$ cat config.mk
export PLATFORM = sky130hd
export DESIGN_NAME = ddr_scan_chain
export DESIGN_NICKNAME = d
export VERILOG_FILES = /design/src/rtl/ddr_scan_pkg.sv /design/src/rtl/ddr_edge_seq.sv /design/src/rtl/ddr_scan_cell.sv /design/src/rtl/ddr_core_gate.sv /design/src/rtl/ddr_scan_chain.sv
export SDC_FILE = /design/constraint.sdc
export NUM_CORES = 1
export LEC_CHECK = 0
export CAP_MARGIN = 0
export CORE_ASPECT_RATIO = 1.1
export CORE_MARGIN = 2
export CORE_UTILIZATION = 47
export DETAILED_ROUTE_END_ITERATION = 8
export PLACE_DENSITY = 0.73
export SETUP_SLACK_MARGIN = 0.1
export SYNTH_ARGS = -nofsm -noshare
export SYNTH_HDL_FRONTEND = slang
export SYNTH_SLANG_ARGS = --single-unit
$ cat constraint.sdc
create_clock -name clk2x -period 1.77 [get_ports clk2x]
set_clock_uncertainty 0.2 [all_clocks]
set_input_delay 0.177 -clock clk2x [delete_from_list [all_inputs] [get_ports clk2x]]
set_output_delay 0.177 -clock clk2x [all_outputs]
set_load 0.02 [all_outputs]
$ cat src/rtl/ddr_scan_pkg.sv
package ddr_scan_pkg;

  typedef enum logic {
    MODE_FUNC  = 1'b0,
    MODE_SHIFT = 1'b1
  } cell_mode_e;

  // rising half begins: phase was low, is now high
  function automatic logic is_rise(input logic now_ph, input logic prev_ph);
    return now_ph & ~prev_ph;
  endfunction

  // falling half begins: phase was high, is now low
  function automatic logic is_fall(input logic now_ph, input logic prev_ph);
    return ~now_ph & prev_ph;
  endfunction

  // system cycles needed to stream n bits at two bits per cycle
  function automatic int unsigned load_cycles(input int unsigned n);
    return (n + 1) / 2;
  endfunction

endpackage

$ cat src/rtl/ddr_edge_seq.sv
module ddr_edge_seq
  import ddr_scan_pkg::*;
(
  input  logic       clk2x,
  input  logic       rst,
  input  logic       phase,
  input  logic       scan_en,
  output logic       upd_pulse,
  output cell_mode_e upd_mode,
  output cell_mode_e mode_q
);

  logic phase_q;
  logic rise_tick;
  logic fall_tick;

  // phase_q tracks phase even in reset so no false edge appears after release
  always_ff @(posedge clk2x) begin
    phase_q <= phase;
  end

  assign rise_tick = is_rise(phase, phase_q);
  assign fall_tick = is_fall(phase, phase_q);

  always_ff @(posedge clk2x) begin
    if (rst) begin
      mode_q <= MODE_FUNC;
    end else if (rise_tick) begin
      mode_q <= scan_en ? MODE_SHIFT : MODE_FUNC;
    end
  end

  // on a rising edge the freshly sampled enable rules; on a falling edge the latched one
  assign upd_mode  = rise_tick ? (scan_en ? MODE_SHIFT : MODE_FUNC) : mode_q;
  assign upd_pulse = rise_tick | (fall_tick & (mode_q == MODE_SHIFT));

  assert_ticks_exclusive_R10 : assert property (@(posedge clk2x) disable iff (rst)
    !(rise_tick && fall_tick));

  assert_update_needs_phase_change_R10 : assert property (@(posedge clk2x) disable iff (rst)
    upd_pulse |-> (phase != $past(phase)));

  assert_mode_only_at_rise_R8 : assert property (@(posedge clk2x) disable iff (rst)
    !rise_tick |=> $stable(mode_q));

  assert_no_func_fall_update_R2 : assert property (@(posedge clk2x) disable iff (rst)
    (upd_pulse && upd_mode == MODE_FUNC) |-> (phase && !$past(phase)));

endmodule

$ cat src/rtl/ddr_scan_cell.sv
module ddr_scan_cell
  import ddr_scan_pkg::*;
(
  input  logic       clk2x,
  input  logic       rst,
  input  logic       upd,
  input  cell_mode_e mode,
  input  logic       sin,
  input  logic       fdat,
  output logic       q
);

  always_ff @(posedge clk2x) begin
    if (rst) begin
      q <= 1'b0;
    end else if (upd) begin
      q <= (mode == MODE_SHIFT) ? sin : fdat;
    end
  end

  assert_shift_one_hop_R1 : assert property (@(posedge clk2x) disable iff (rst)
    (upd && mode == MODE_SHIFT) |=> (q == $past(sin)));

  assert_capture_func_R2 : assert property (@(posedge clk2x) disable iff (rst)
    (upd && mode == MODE_FUNC) |=> (q == $past(fdat)));

  assert_hold_between_R4 : assert property (@(posedge clk2x) disable iff (rst)
    !upd |=> $stable(q));

endmodule

$ cat src/rtl/ddr_core_gate.sv
module ddr_core_gate
  import ddr_scan_pkg::*;
#(
  parameter int unsigned W = 8
) (
  input  logic         clk2x,
  input  logic         rst,
  input  logic         upd,
  input  cell_mode_e   mode_q,
  input  logic [W-1:0] cell_val,
  output logic [W-1:0] core_q
);

  logic gate_open;

  // pass only when neither an update nor shift mode is in force
  assign gate_open = ~upd & (mode_q == MODE_FUNC);

  always_ff @(posedge clk2x) begin
    if (rst) begin
      core_q <= '0;
    end else if (gate_open) begin
      core_q <= cell_val;
    end
  end

  assert_frozen_in_shift_R6 : assert property (@(posedge clk2x) disable iff (rst)
    (mode_q == MODE_SHIFT) |=> $stable(core_q));

  assert_closed_on_pulse_R7 : assert property (@(posedge clk2x) disable iff (rst)
    upd |=> $stable(core_q));

endmodule

$ cat src/rtl/ddr_scan_chain.sv
module ddr_scan_chain
  import ddr_scan_pkg::*;
#(
  parameter int unsigned N = 8
) (
  input  logic         clk2x,
  input  logic         rst,
  input  logic         phase,
  input  logic         scan_en,
  input  logic         scan_in,
  input  logic [N-1:0] func_d,
  output logic         scan_out,
  output logic [N-1:0] core_q
);

  localparam int unsigned LAST = N - 1;

  logic       upd_pulse;
  cell_mode_e upd_mode;
  cell_mode_e mode_q;
  logic [N-1:0] cell_q;

  ddr_edge_seq u_seq (
    .clk2x    (clk2x),
    .rst      (rst),
    .phase    (phase),
    .scan_en  (scan_en),
    .upd_pulse(upd_pulse),
    .upd_mode (upd_mode),
    .mode_q   (mode_q)
  );

  for (genvar i = 0; i < N; i++) begin : g_cell
    logic sin_w;
    if (i == 0) begin : g_head
      assign sin_w = scan_in;
    end else begin : g_link
      assign sin_w = cell_q[i-1];
    end
    ddr_scan_cell u_cell (
      .clk2x(clk2x),
      .rst  (rst),
      .upd  (upd_pulse),
      .mode (upd_mode),
      .sin  (sin_w),
      .fdat (func_d[i]),
      .q    (cell_q[i])
    );
  end

  assign scan_out = cell_q[LAST];

  ddr_core_gate #(.W(N)) u_gate (
    .clk2x   (clk2x),
    .rst     (rst),
    .upd     (upd_pulse),
    .mode_q  (mode_q),
    .cell_val(cell_q),
    .core_q  (core_q)
  );

  assert_tail_holds_R4 : assert property (@(posedge clk2x) disable iff (rst)
    !upd_pulse |=> $stable(scan_out));

  assert_tail_takes_upstream_R5 : assert property (@(posedge clk2x) disable iff (rst)
    (upd_pulse && upd_mode == MODE_SHIFT) |=> (scan_out == $past(cell_q[LAST-1])));

endmodule

==> qor.csv, run 1 <==
metric,value,unit
outcome,finished clean,
ys_seq_elements,18,
grt_max_degree,19,
routed_wl,1747,µm
drive_gt1_frac,0.1220,
cts_buffer_depth,2,
path_clk_slew,0.10,ns
p_per_area,769.8,mW/mm²
finalSetupViolations,0,
relSlewSlack,0.8105,
timing.fmax,0.6188,GHz
hpwl,1287,µm
path_buf_inv,1,
vdd_drop_max,0.0004601,V
worstHoldPathType,reg -> reg,
syn_area,873.3,µm²
drv_cap,0,
worstPathMaxFanout,2,
yosys.area.top_type,dfxtp_1,
antenna_cells,0,
start_util,0.4957,
avgRoutedWirePerCell,12.39,µm
mostFrequentLayoutCells,"clkdlybuf4s50_1, dfxtp_1, a21oi_1",
cp_slowest_cell,clkdlybuf4s50_1,
area_growth,28.80,%
hp-start,u_gate.core_q[5],
crit_family,buffers and inverters,
grt-ovfl-total,0,
antenna_found_initial,0,
leakage,0.4210,nW
drt_iter0_drc,24,
synth_edf_count,0,
h-tree-depth,1,
num-fill-cells,156,
post-route-min-period,1.616,ns
dr.pass1.iters,4,
drv_slew,0,
core,0.001762,mm²
tns,0,ns
die_h,49.21,µm
root_buffer,clkbuf_4,
crit_path_start,u_gate.core_q[0],
drc,0,
cts_setup_buffers,0,
synth_cell_types,28,
avgSynthCellArea,8.647,µm²
final_util,0.6385,
cp_cell_sequence,clkdlybuf4s50_1,
fin_hold_ws,0.2803,ns
synthCells,101,
grt_pass1_vias,685,
viasPerCell,5.809,
clock_latency,0.30,ns
power,0.0008659,W
grt_pass1_wl,3036,µm
grt.total_usage,0.1840,
fin_nets,137,
synth_ff_type,dfxtp_1,
synthArstFlopShare,0,
hold_violations,0,
cts_sinks,18,
vias,819,
synth_fp_nets,114,
gp_congestion,0.8153,
synth_warnings,0,
path_class,reg -> out,
port_buffers,21,
arrival,1.24,ns
row_count,16,
synth_top_area_share,0.4126,
cts_tree,built,
r2r_setup_slack,0.32,ns
rsz0062_at_grt,no,
synthTopCellsByArea,"dfxtp_1, a211oi_1, a21oi_1",
die-area,0.002219,mm²
end_kind,output pin,
io_pins,22,
worstSetupStartpointType,flop,
period_share,0.9130,
critical_path_required,1.39,ns
final_common_cell,clkdlybuf4s50_1,
die_w,45.10,µm
worst_slew_pin_slew,0.2838,ns
rr_startpoint,u_seq.phase_q,
ant_nets,0,
numCtsBuffers,3,
critPathMaxStageDelay,0.60,ns
yosysSeqAreaShare,0.4126,
final cells by class:
type	instances	area (µm²)	share of cell area
Inverter	1	3.754	0.003337
Timing Repair Buffer	27	256.5	0.2280
Multi-Input combinational cell	73	445.4	0.3960
Clock buffer	4	36.28	0.03226
Sequential cell	18	360.3	0.3204
Tap cell	18	22.52	0.02002
cell families (layout without fill, tap and decap cells):
logic type,Yosys count,in the layout,share of synthesized area
AO/OA/AOI/OAI,29,29,0.2149
buffers and inverters,10,32,0.08021
flip-flops,18,18,0.4126
multiplexers,2,2,0.02435
AND/OR/NAND/NOR,42,42,0.2679
power breakdown:
part | total [W] | internal, W | switching, W
Combinational | 0.000155 | 0.0000837 | 0.0000710
Sequential | 0.000452 | 0.000429 | 0.0000231
Clock | 0.000259 | 0.000126 | 0.000133
layer usage:
metal  up-vias  global-route usage  wire, µm
met5         -                   0         0
met4         0             0.09804        33
met3         2             0.03333        81
met2        21              0.2690       816
met1       383              0.2506       816
li1        413                   -         -
synth_stat cells (2+ instances only):
cell type  number
nand2b_1        3
nor3_1          7
nor2_1          5
buf_2           2
a21oi_1         9
dfxtp_1        18
buf_6           3
nor4_1          5
o21ai_0         8
buf_4           2
nor2b_1         6
nand2_1         3
a211oi_1        7
nand3b_1        2
nand3_1         8
sequential cells by signal (all words and copies together), names as in the netlist, named ones only:
name / flops
u_gate.core_q: 8
g_cell.u_cell.q: 8
u_seq.phase_q: 1
through the flow:
step           std cells  cell area (µm²)  setup slack [ns]
3_5_place_dp         137             1085           0.04371
3_3_place_gp         137             1085           0.09110
4_1_cts              141             1120            0.1399
5_1_grt              141             1125            0.1020
2_1_floorplan        101            873.3            0.4684
6_report             141             1125            0.1540
timing repair:
item / CTS / global route
resized for setup: 1 / 2
setup endpoints to repair: 1 / 4
hold buffers: 0 / 0
hold endpoints to repair: 0 / 0
worst paths after layout:
kind,cells past startpoint,endpoint
min,2,u_gate.core_q[5]
max,1,core_q[0]
min reg2reg,2,u_gate.core_q[5]
max reg2reg,3,g_cell[7].u_cell.q
(Power assumes the default switching activity.)
==> run 2: changes to the inputs <==
- CORE_UTILIZATION: 47 -> 59
- DONT_BUFFER_PORTS: unset -> 1
- PLACE_DENSITY: 0.73 -> 0.71
==> run 2 against run 1 <==
Against the previous run: hold slack got worse by 0.25 ns; register-to-register slack lost 0.08 ns; final cell count down 16%; design area is 19% lower.
==> qor.csv, run 2 (synthesis results as in run 1) <==
metric,value,unit,change
outcome,finished clean,,unchanged
vdd_drop_max,0.0004387,V,was 0.0004601 V
h-tree-depth,1,,unchanged
routed_wl,1855,µm,was 1747 µm
cts_buffer_depth,2,,unchanged
hold_violations,0,,unchanged
grt_pass1_vias,712,,was 685
end_kind,flop,,was output pin
use_met3,0.05025,,was 0.03333
p_switching,0.0002022,W,was 0.0002272 W
period_share,0.8654,,was 0.9130
dr.pass1.iters,4,,unchanged
vias,754,,was 819
cts_setup_buffers,0,,unchanged
relSlewSlack,0.5684,,was 0.8105
drc,0,,unchanged
top_regs,"g_cell.u_cell.q x8, u_gate.core_q x8, u_seq.phase_q x1",,unchanged
use_met2,0.3778,,was 0.2690
area_growth,4.728,%,was 28.80%
grtUsageMet1,0.3449,,was 0.2506
top_usage_layer,met2,,unchanged
fin_hold_ws,0.02653,ns,was 0.2803 ns
arrival,1.47,ns,was 1.24 ns
avgRoutedWirePerCell,15.72,µm,was 12.39 µm
root_buffer,clkbuf_4,,unchanged
worst_slew_pin_slew,0.6453,ns,was 0.2838 ns
cts_sinks,18,,unchanged
die-area,0.001804,mm²,was 0.002219 mm²
rsz0062_at_grt,no,,unchanged
critical_path_required,1.71,ns,was 1.39 ns
path_class,reg -> reg,,was reg -> out
power_frac_comb,0.131,,was 0.179
worstPathMaxFanout,10,,was 2
die_w,40.69,µm,was 45.10 µm
grt_max_degree,19,,unchanged
finalSetupViolations,0,,unchanged
clock_latency,0.28,ns,was 0.30 ns
drv_slew,0,,unchanged
grt_pass1_wl,3077,µm,was 3036 µm
antenna_found_initial,0,,unchanged
worstSetupStartpointType,flop,,unchanged
cp_slowest_cell,dfxtp_1,,was clkdlybuf4s50_1
pwr-share-seq,0.617,,was 0.522
grt-ovfl-total,0,,unchanged
drv_cap,0,,unchanged
p_sw_frac,0.2666,,was 0.2624
row_count,14,,was 16
cp_cell_sequence,"nand2b_2, buf_4, a211oi_1, nor4_1",,was clkdlybuf4s50_1
hpwl,1238,µm,was 1287 µm
crit_family,flip-flops,,was buffers and inverters
timing.fmax,0.6528,GHz,was 0.6188 GHz
cts_tree,built,,unchanged
antenna_cells,0,,unchanged
gp_congestion,0.7777,,was 0.8153
tns,0,ns,unchanged
start_util,0.6311,,was 0.4957
ant_nets,0,,unchanged
drive_gt1_frac,0.1078,,was 0.1220
core,0.001384,mm²,was 0.001762 mm²
num-fill-cells,123,,was 156
numCtsBuffers,3,,unchanged
final_util,0.6609,,was 0.6385
grt.total_usage,0.2480,,was 0.1840
viasPerCell,6.390,,was 5.809
path_clk_slew,0.09,ns,was 0.10 ns
post-route-min-period,1.532,ns,was 1.616 ns
drt_iter0_drc,18,,was 24
mostFrequentLayoutCells,"dfxtp_1, a21oi_1, nand3_1, o21ai_0",,"was clkdlybuf4s50_1, dfxtp_1, a21oi_1"
intPower,0.0005562,W,was 0.0006387 W
leakage,0.3169,nW,was 0.4210 nW
p_per_area,829.2,mW/mm²,was 769.8 mW/mm²
path_buf_inv,1,,unchanged
final_common_cell,dfxtp_1,,was clkdlybuf4s50_1
worstHoldPathType,in -> reg,,was reg -> reg
critPathMaxStageDelay,0.42,ns,was 0.60 ns
port_buffers,0,,was 21
clkPwrFrac,0.252,,was 0.299
fin_nets,117,,was 137
io_pins,22,,unchanged
die_h,44.35,µm,was 49.21 µm
## run 2: what timing repair did
action / CTS / global route
setup endpoints to repair: 0 / 1
gates resized for setup: 0 / 1
hold buffers: 4 / 0
hold endpoints to repair: 18 / 0
## run 2: metrics by stage
stage | area, µm² | total power [W] | std cells | setup slack [ns]
finish | 914.6 | 0.0007584 | 118 | 0.2382
global placement | 849.6 | 0.0005546 | 111 | 0.3237
floorplan | 873.3 | 0.0005535 | 101 | 0.4684
global route | 914.6 | 0.0008007 | 118 | 0.1226
detailed placement | 849.6 | 0.0005569 | 111 | 0.2528
CTS | 912.1 | 0.0007664 | 118 | 0.2274
## run 2: power by group through the flow
stage | logic, W | clock network [W] | registers, W
floorplan | 0.0000867 | 0 | 0.000467
global placement | 0.0000790 | 0 | 0.000476
detailed placement | 0.0000806 | 0 | 0.000476
CTS | 0.0000983 | 0.000201 | 0.000467
global route | 0.000111 | 0.000217 | 0.000472
finish | 0.0000992 | 0.000191 | 0.000468
## run 2: path summary, 6_finish.rpt
kind                      startpoint            endpoint  slack, ns  cells after the start
setup / recovery       u_seq.phase_q  g_cell[2].u_cell.q       0.24                      4
hold / removal             func_d[0]  g_cell[0].u_cell.q       0.03                      3
setup reg to reg       u_seq.phase_q  g_cell[2].u_cell.q       0.24                      4
hold reg to reg   g_cell[1].u_cell.q    u_gate.core_q[1]       0.33                      2
## run 2: per-layer routing
metal  vias up  share of wire  routed length (µm)
met2        24           0.46                 855
li1        373              -                   -
met3         5          0.052                  97
met5         -              0                   0
met4         0          0.013                  25
met1       352           0.47                 876
## run 2: layout make-up
class	instances	area (µm²)	share of cell area
Timing Repair Buffer	7	62.56	0.06840
Tap cell	16	20.02	0.02189
Sequential cell	18	360.3	0.3940
Clock buffer	3	22.52	0.02462
Inverter	1	3.754	0.004104
Multi-Input combinational cell	73	445.4	0.4870
## run 2: worst register-to-register path, stage by stage (launching register included)
cell and delay (ns):
dfxtp_1 0.42, nand2b_2 0.29, buf_4 0.19, a211oi_1 0.22, nor4_1 0.07
==> run 3: changes to the inputs <==
- PLACE_DENSITY: 0.71 -> 0.77
==> run 3 against run 2 <==
Against the previous run: sequential power hardly changed; clock-buffer cell count rose by 1; die area unchanged; via count is 1.6% lower; non-clock buffer count grew 2; global-route usage decreased by 0.79 points; wire length decreased by 2.4%; design area increased by 3.4%; critical path type unchanged; largest cell class unchanged; largest power group unchanged.
==> qor.csv, run 3 (synthesis results as in run 1) <==
metric,value,unit,change
root_buffer,clkbuf_4,,unchanged
finalSetupViolations,0,,unchanged
num-fill-cells,109,,was 123
cts_buffer_depth,2,,unchanged
timing.fmax,0.6669,GHz,was 0.6528 GHz
die_h,44.35,µm,unchanged
row_count,14,,unchanged
grt_pass1_vias,633,,was 712
holdPathEnd,g_cell[7].u_cell.q,,was g_cell[0].u_cell.q
drive_gt1_frac,0.1238,,was 0.1078
final_common_cell,dfxtp_1,,unchanged
fin_nets,119,,was 117
worst_slack,0.2704,ns,was 0.2382 ns
top_regs,"g_cell.u_cell.q x8, u_gate.core_q x8, u_seq.phase_q x1",,unchanged
critical_path_required,1.73,ns,was 1.71 ns
hpwl,1180,µm,was 1238 µm
io_pins,22,,unchanged
rsz0062_at_grt,no,,unchanged
drv_slew,0,,unchanged
post-route-min-period,1.500,ns,was 1.532 ns
cts_setup_buffers,0,,unchanged
vdd_drop_max,0.0004839,V,was 0.0004387 V
gp_congestion,0.7616,,was 0.7777
r2r_end,g_cell[2].u_cell.q,,unchanged
grt_pass1_wl,2870,µm,was 3077 µm
p_per_area,867.7,mW/mm²,was 829.2 mW/mm²
hp-start,scan_en,,was func_d[0]
avgRoutedWirePerCell,14.96,µm,was 15.72 µm
numCtsBuffers,3,,unchanged
area_growth,8.309,%,was 4.728%
h-tree-depth,1,,unchanged
worstPathMaxFanout,10,,unchanged
worstHoldPathType,in -> reg,,unchanged
port_buffers,0,,unchanged
worstSetupStartpointType,flop,,unchanged
reg2reg_depth,4,,unchanged
die-area,0.001804,mm²,unchanged
start_util,0.6311,,unchanged
place_inst,112,,was 111
grt_max_degree,19,,unchanged
end_kind,flop,,unchanged
outcome,finished clean,,unchanged
die_w,40.69,µm,unchanged
leakage,0.3335,nW,was 0.3169 nW
tns,0,ns,unchanged
grt-ovfl-total,0,,unchanged
final_util,0.6835,,was 0.6609
relSlewSlack,0.5777,,was 0.5684
dr.pass1.iters,4,,unchanged
mostFrequentLayoutCells,"dfxtp_1, a21oi_1, nand3_1, o21ai_0",,unchanged
path_class,reg -> reg,,unchanged
cts_tree,built,,unchanged
period_share,0.8472,,was 0.8654
rr_startpoint,u_seq.phase_q,,unchanged
r2r_setup_slack,0.27,ns,was 0.24 ns
routed_wl,1810,µm,was 1855 µm
core,0.001384,mm²,unchanged
antenna_cells,0,,unchanged
hold_depth,2,,was 3
arrival,1.46,ns,was 1.47 ns
drv_cap,0,,unchanged
hold_violations,0,,unchanged
viasPerCell,6.132,,was 6.390
clock_latency,0.29,ns,was 0.28 ns
antenna_found_initial,0,,unchanged
grt.total_usage,0.2401,,was 0.2480
final_cell_count_no_fill,121,,was 118
worst_slew_pin_slew,0.6313,ns,was 0.6453 ns
vias,742,,was 754
drc,0,,unchanged
cts_sinks,18,,unchanged
fin_hold_ws,0.01642,ns,was 0.02653 ns
path_clk_slew,0.10,ns,was 0.09 ns
ant_nets,0,,unchanged
drt_iter0_drc,13,,was 18
pre_cts_slack,0.2743,ns,was 0.2528 ns
[run 3: how the worst max path moves through the flow]
stage | startpoint | endpoint | depth (start not counted)
2_1_floorplan | u_seq.phase_q | g_cell[1].u_cell.q | 6
3_3_place_gp | u_seq.phase_q | g_cell[2].u_cell.q | 4
3_5_place_dp | u_seq.phase_q | u_gate.core_q[5] | 4
4_1_cts | u_seq.phase_q | g_cell[2].u_cell.q | 4
5_1_grt | u_seq.phase_q | g_cell[2].u_cell.q | 4
6_report | u_seq.phase_q | g_cell[2].u_cell.q | 4
[run 3: worst max-delay path: stages, from the launching register on]
cell      delay, ns
dfxtp_1        0.41
nand2b_2       0.29
buf_4          0.20
a211oi_1       0.21
nor4_1         0.06
[run 3: routing by layer]
| metal | GRT usage | share of wire |
|---|---|---|
| met1 | 0.3196 | 0.44 |
| met2 | 0.3238 | 0.47 |
| met3 | 0.08543 | 0.070 |
| met4 | 0.1467 | 0.019 |
| met5 | 0 | 0 |
[run 3: what timing repair did]
action / in CTS / in global routing
endpoints found under the setup margin: 0 / 6
hold endpoints to repair: 18 / 0
gates resized for setup: 0 / 1
hold buffers: 5 / 0
[run 3: metrics by stage]
stage                      power, W  area, µm²
after floorplan           0.0005535      873.3
after global placement    0.0005562      857.1
after detailed placement  0.0005586      857.1
after CTS                 0.0008254      943.4
after global routing      0.0008618      945.9
final                     0.0008207      945.9
[run 3: final cells by class]
cell class	count	area, µm²	area share
inverter	1	3.754	0.003968
clock buffer	4	36.28	0.03836
multi-input combinational	73	445.4	0.4709
timing repair buffer	9	80.08	0.08466
tap	16	20.02	0.02116
sequential	18	360.3	0.3810
[run 3: where the power goes]
part | leakage [nW] | internal, W | switching [W]
Clock | 0.0210 | 0.000125 | 0.000125
Combinational | 0.165 | 0.0000516 | 0.0000533
Sequential | 0.148 | 0.000429 | 0.0000358
Total | 0.333 | 0.000606 | 0.000214
